### config.mk
export PLATFORM = sky130hd
export DESIGN_NAME = xpc_slot_rules
export DESIGN_NICKNAME = d
export VERILOG_FILES = /design/src/rtl/xpc_pkg.sv /design/src/rtl/xpc_slot_rules.sv
export SDC_FILE = /design/constraint.sdc
export NUM_CORES = 1
export LEC_CHECK = 0
export BUFFER_PORTS_ARGS = -buffer_cell sky130_fd_sc_hd__buf_2
export CAP_MARGIN = 5
export CORE_AREA = 2 2 39 41
export DETAILED_ROUTE_END_ITERATION = 6
export DIE_AREA = 0 0 41 43
export PLACE_DENSITY = 0.78
export SYNTH_ARGS = -nofsm -noshare
export SYNTH_HDL_FRONTEND = slang
export SYNTH_SLANG_ARGS = --single-unit
### constraint.sdc
create_clock -name vclk -period 1.1
set_clock_uncertainty 0.15 [all_clocks]
set_input_delay 0.055 -clock vclk [all_inputs]
set_output_delay 0.055 -clock vclk [all_outputs]
set_load 0.005 [all_outputs]
### src/rtl/xpc_pkg.sv
package xpc_pkg;
  typedef enum logic [1:0] {
    UNIT_L = 2'b00,
    UNIT_S = 2'b01,
    UNIT_M = 2'b10,
    UNIT_D = 2'b11
  } unit_kind_e;

  typedef enum logic [1:0] {
    VC_NONE        = 2'b00,
    VC_DEST_SIDE   = 2'b01,
    VC_BAD_UNIT    = 2'b10,
    VC_SECOND_PATH = 2'b11
  } viol_code_e;
endpackage

### src/rtl/xpc_slot_rules.sv
module xpc_slot_rules #(
  parameter int NUM_SLOTS = 8
) (
  input  logic [NUM_SLOTS-1:0]   slot_valid,
  input  logic [2*NUM_SLOTS-1:0] slot_unit,
  input  logic [NUM_SLOTS-1:0]   unit_side,
  input  logic [NUM_SLOTS-1:0]   xpath_use,
  input  logic [NUM_SLOTS-1:0]   dest_side,
  output logic [NUM_SLOTS-1:0]   dest_bad,
  output logic [NUM_SLOTS-1:0]   unit_bad,
  output logic [NUM_SLOTS-1:0]   path_req
);
  import xpc_pkg::*;

  for (genvar i = 0; i < NUM_SLOTS; i++) begin : g_slot
    logic is_d_unit;
    assign is_d_unit   = (slot_unit[2*i +: 2] == UNIT_D);
    assign dest_bad[i] = slot_valid[i] && (dest_side[i] != unit_side[i]);
    assign unit_bad[i] = slot_valid[i] && xpath_use[i] && is_d_unit;
    // only a legal unit's request takes the cross path
    assign path_req[i] = slot_valid[i] && xpath_use[i] && !is_d_unit;
  end
endmodule

# After elaboration in Yosys (flattened, before gate mapping)
# Cells that the tools add are included.
dict set report classes {
  reduce_logical 40
  eq_ne 16
}
# operator n
set ops {}
lappend ops {{logical AND 1 bit} 32}
lappend ops {{equality test 2 bit, second input constant} 8}
lappend ops {{zero test 1 bit} 8}
lappend ops {{inequality test 1 bit} 8}
dict set report totals {
  ff_bits 0
  output_inout_bits 24
  elab_cells 56
  input_bits 48
}

# Logic depth before layout (Yosys ltp)
dict set report depth {
  ltp_word 3
  ltp_mapped 2
}

# Worst setup path before layout
# OpenSTA, ideal clock, no wires.
dict set report synth_path {
  path_type {input to output}
  startpoint {in unit_side[0]}
  endpoint {out dest_bad[0]}
  path_stages 2
  setup_slack_ns 0.556
  t_arrival_ns 0.339
  path_buffers 0
  required_ns 0.895
  path_cell_list {xor2_1 and2_1}
}
dict set report synth_between {
  elab_chain_cells 2
}
# item line_no
set synth_lines {}
lappend synth_lines {{start, declared} xpc_slot_rules.sv:6} ;# input logic [NUM_SLOTS-1:0] unit_side,
lappend synth_lines {{inequality test 1 bit} xpc_slot_rules.sv:18} ;# assign dest_bad[i] = slot_valid[i] && (dest_side[i] != unit_side[i]);
lappend synth_lines {{logical AND 1 bit} xpc_slot_rules.sv:18}
lappend synth_lines {{end, declared} xpc_slot_rules.sv:9} ;# output logic [NUM_SLOTS-1:0] dest_bad,
# Every way passes these cells.

# Worst setup path after layout
dict set report layout_path {
  startpoint {in unit_side[6]}
  endpoint {out dest_bad[6]}
}
# Same word-level chain as after synthesis.

==> flow_summary.ini <==
[worst_setup_path]
slowest_stage = and2_1
crit_path_end_kind = output pin
path_cells = buf_2 > xor2_1 > and2_1 > buf_2
required_ns = 0.89
cp_top_family = buffers and inverters
arrival_ns = 0.56
path_buf_inv = 2
critical_path_peak_fanout = 1
critPathLaunchType = input pin
crit_path_frequent_cell = buf_2
crit_cells = 4
cp-startpoint = unit_side[6]
crit_type = in -> out
crit_end = dest_bad[6]
slowest_delay_ns = 0.15

[power]
swShare = 0.402
p_clk_frac = 0
worst_ir_drop_vdd_v = 0.000114
power.leakage_nw = 0.427
combPwrFrac = 1.000
p_int_mw = 0.123
power_mw = 0.206
seqPwrFrac = 0
powerDensity_nw_per_um2 = 327
switchingPower_mw = 0.0829

[detailed_routing]
drcViolationCount = 0
postRouteAntennaNets = 0
viasPerCell = 4.35
wl_per_cell_um = 7.85
first_iter_violations = 1
vias = 591
drt-pass1-iter-count = 2
wl_met1_um = 332
top_layer_used = met3
wl_met3_um = 177
dr_wl_met2_um = 558
wl_um = 1070

[synthesis]
syn_avg_cell_area_um2 = 5.21
netlist_area_um2 = 250
syn_nets = 96
yosys.cell_types.count = 5
yosysSeqAreaShare = 0
netlist_instances = 48
yosys_warnings = 0

[clocking]
cts_hold_buf = 0
cts-resized-gates = 0
post_cts_buffers = 0

[place]
place_area_um2 = 631
place_inst = 136
io_buffers = 72
place_congestion = 0.688
dp_hpwl_um = 1030
dp_slack_ns = 0.328

[timing]
period_needed_ns = 0.769
fin_ws_ns = 0.331
worst_pin_slew_ns = 0.110
fin_setup_tns_ns = 0
setup_viol = 0
finalHoldViolations = 0
fin_hold_ws_ns = 0.207
drv_slew = 0
fmax_ghz = 1.30
fin_crit_sh = 0.699
rsz0062_at_grt = false
max_slew_margin = 0.926

[status]
status = complete, no violations

[global_routing]
grtUsageTotal = 0.0939
grt_pass1_wl_um = 1280
grt_pass1_vias = 413
grt_max_degree = 3
antenna_found_initial = 0
grt_overflow = 0

[final_layout]
nets = 170
area_growth_pct = 152
drive_above_1_share = 0.600
final_cell_area_um2 = 631
instances_no_fill = 136
fin_util = 0.456
seq_area_um2 = 0
design.seq.count = 0
clkbuf_count = 0
n_antenna_cell = 0

[floorplan]
io_pins = 72
initial_core_util = 0.181
die_h_um = 43
die_area_um2 = 1760
die_w_um = 41
fp.coreArea_um2 = 1380
core.rowCount = 14

[worst_hold_path]
worst_hold_path_type = in -> out

[flow_run]
max_cap_viol_count = 0
per-layer routing:
layer / track usage / vias to the layer above
li1: - / 299
met1: 0.0759 / 245
met2: 0.216 / 47
met3: 0.00524 / 0
met4: 0 / 0
met5: 0 / -
how the worst min path moves through the flow:
stage | endpoint | from | slack [ns] | cells after the start
6_report | path_req[7] | slot_unit[14] | 0.21 | 3
5_1_grt | path_req[0] | slot_unit[1] | 0.23 | 3
4_1_cts | path_req[7] | slot_unit[14] | 0.21 | 3
3_5_place_dp | path_req[7] | slot_unit[14] | 0.21 | 3
3_3_place_gp | path_req[7] | slot_unit[14] | 0.20 | 3
2_1_floorplan | path_req[0] | slot_unit[1] | 0.01 | 1
synth_stat cells:
master	instances	area, um2
xor2_1	8	70.1
a21oi_1	8	40.0
nand2_1	16	60.1
and2_1	8	50.1
nor2_1	8	30.0
cells by family (layout without fill, tap and decap cells):
logic type             after synthesis  after routing  synth area share
AND/OR/NAND/NOR                     32             32             0.560
AO/OA/AOI/OAI                        8              8             0.160
XOR/XNOR                             8              8             0.280
buffers and inverters                0             72                 0
area by class of cell:
cell class                      count  area (um2)
Multi-Input combinational cell     48         250
Tap cell                           16        20.0
Fill cell                         143         753
Timing Repair Buffer               72         360
worst min-delay path: cells and delay by family:
family                 cells  cell delay [ns]
buffers and inverters      2             0.20
AOI/OAI and AO/OA          1             0.05
power by group through the flow:
stage	Sequential [mW]	Combinational, mW	Clock [mW]
finish	0	0.206	0
global placement	0	0.201	0
CTS	0	0.210	0
detailed placement	0	0.209	0
global route	0	0.236	0
floorplan	0	0.0665	0
cell usage in the layout, fill, tap and decap left out:
master and count:
xor2_1 8, buf_2 72, nand2_1 16, and2_1 8, nor2_1 8, a21oi_1 8
Power figures use the tool's default switching activity.
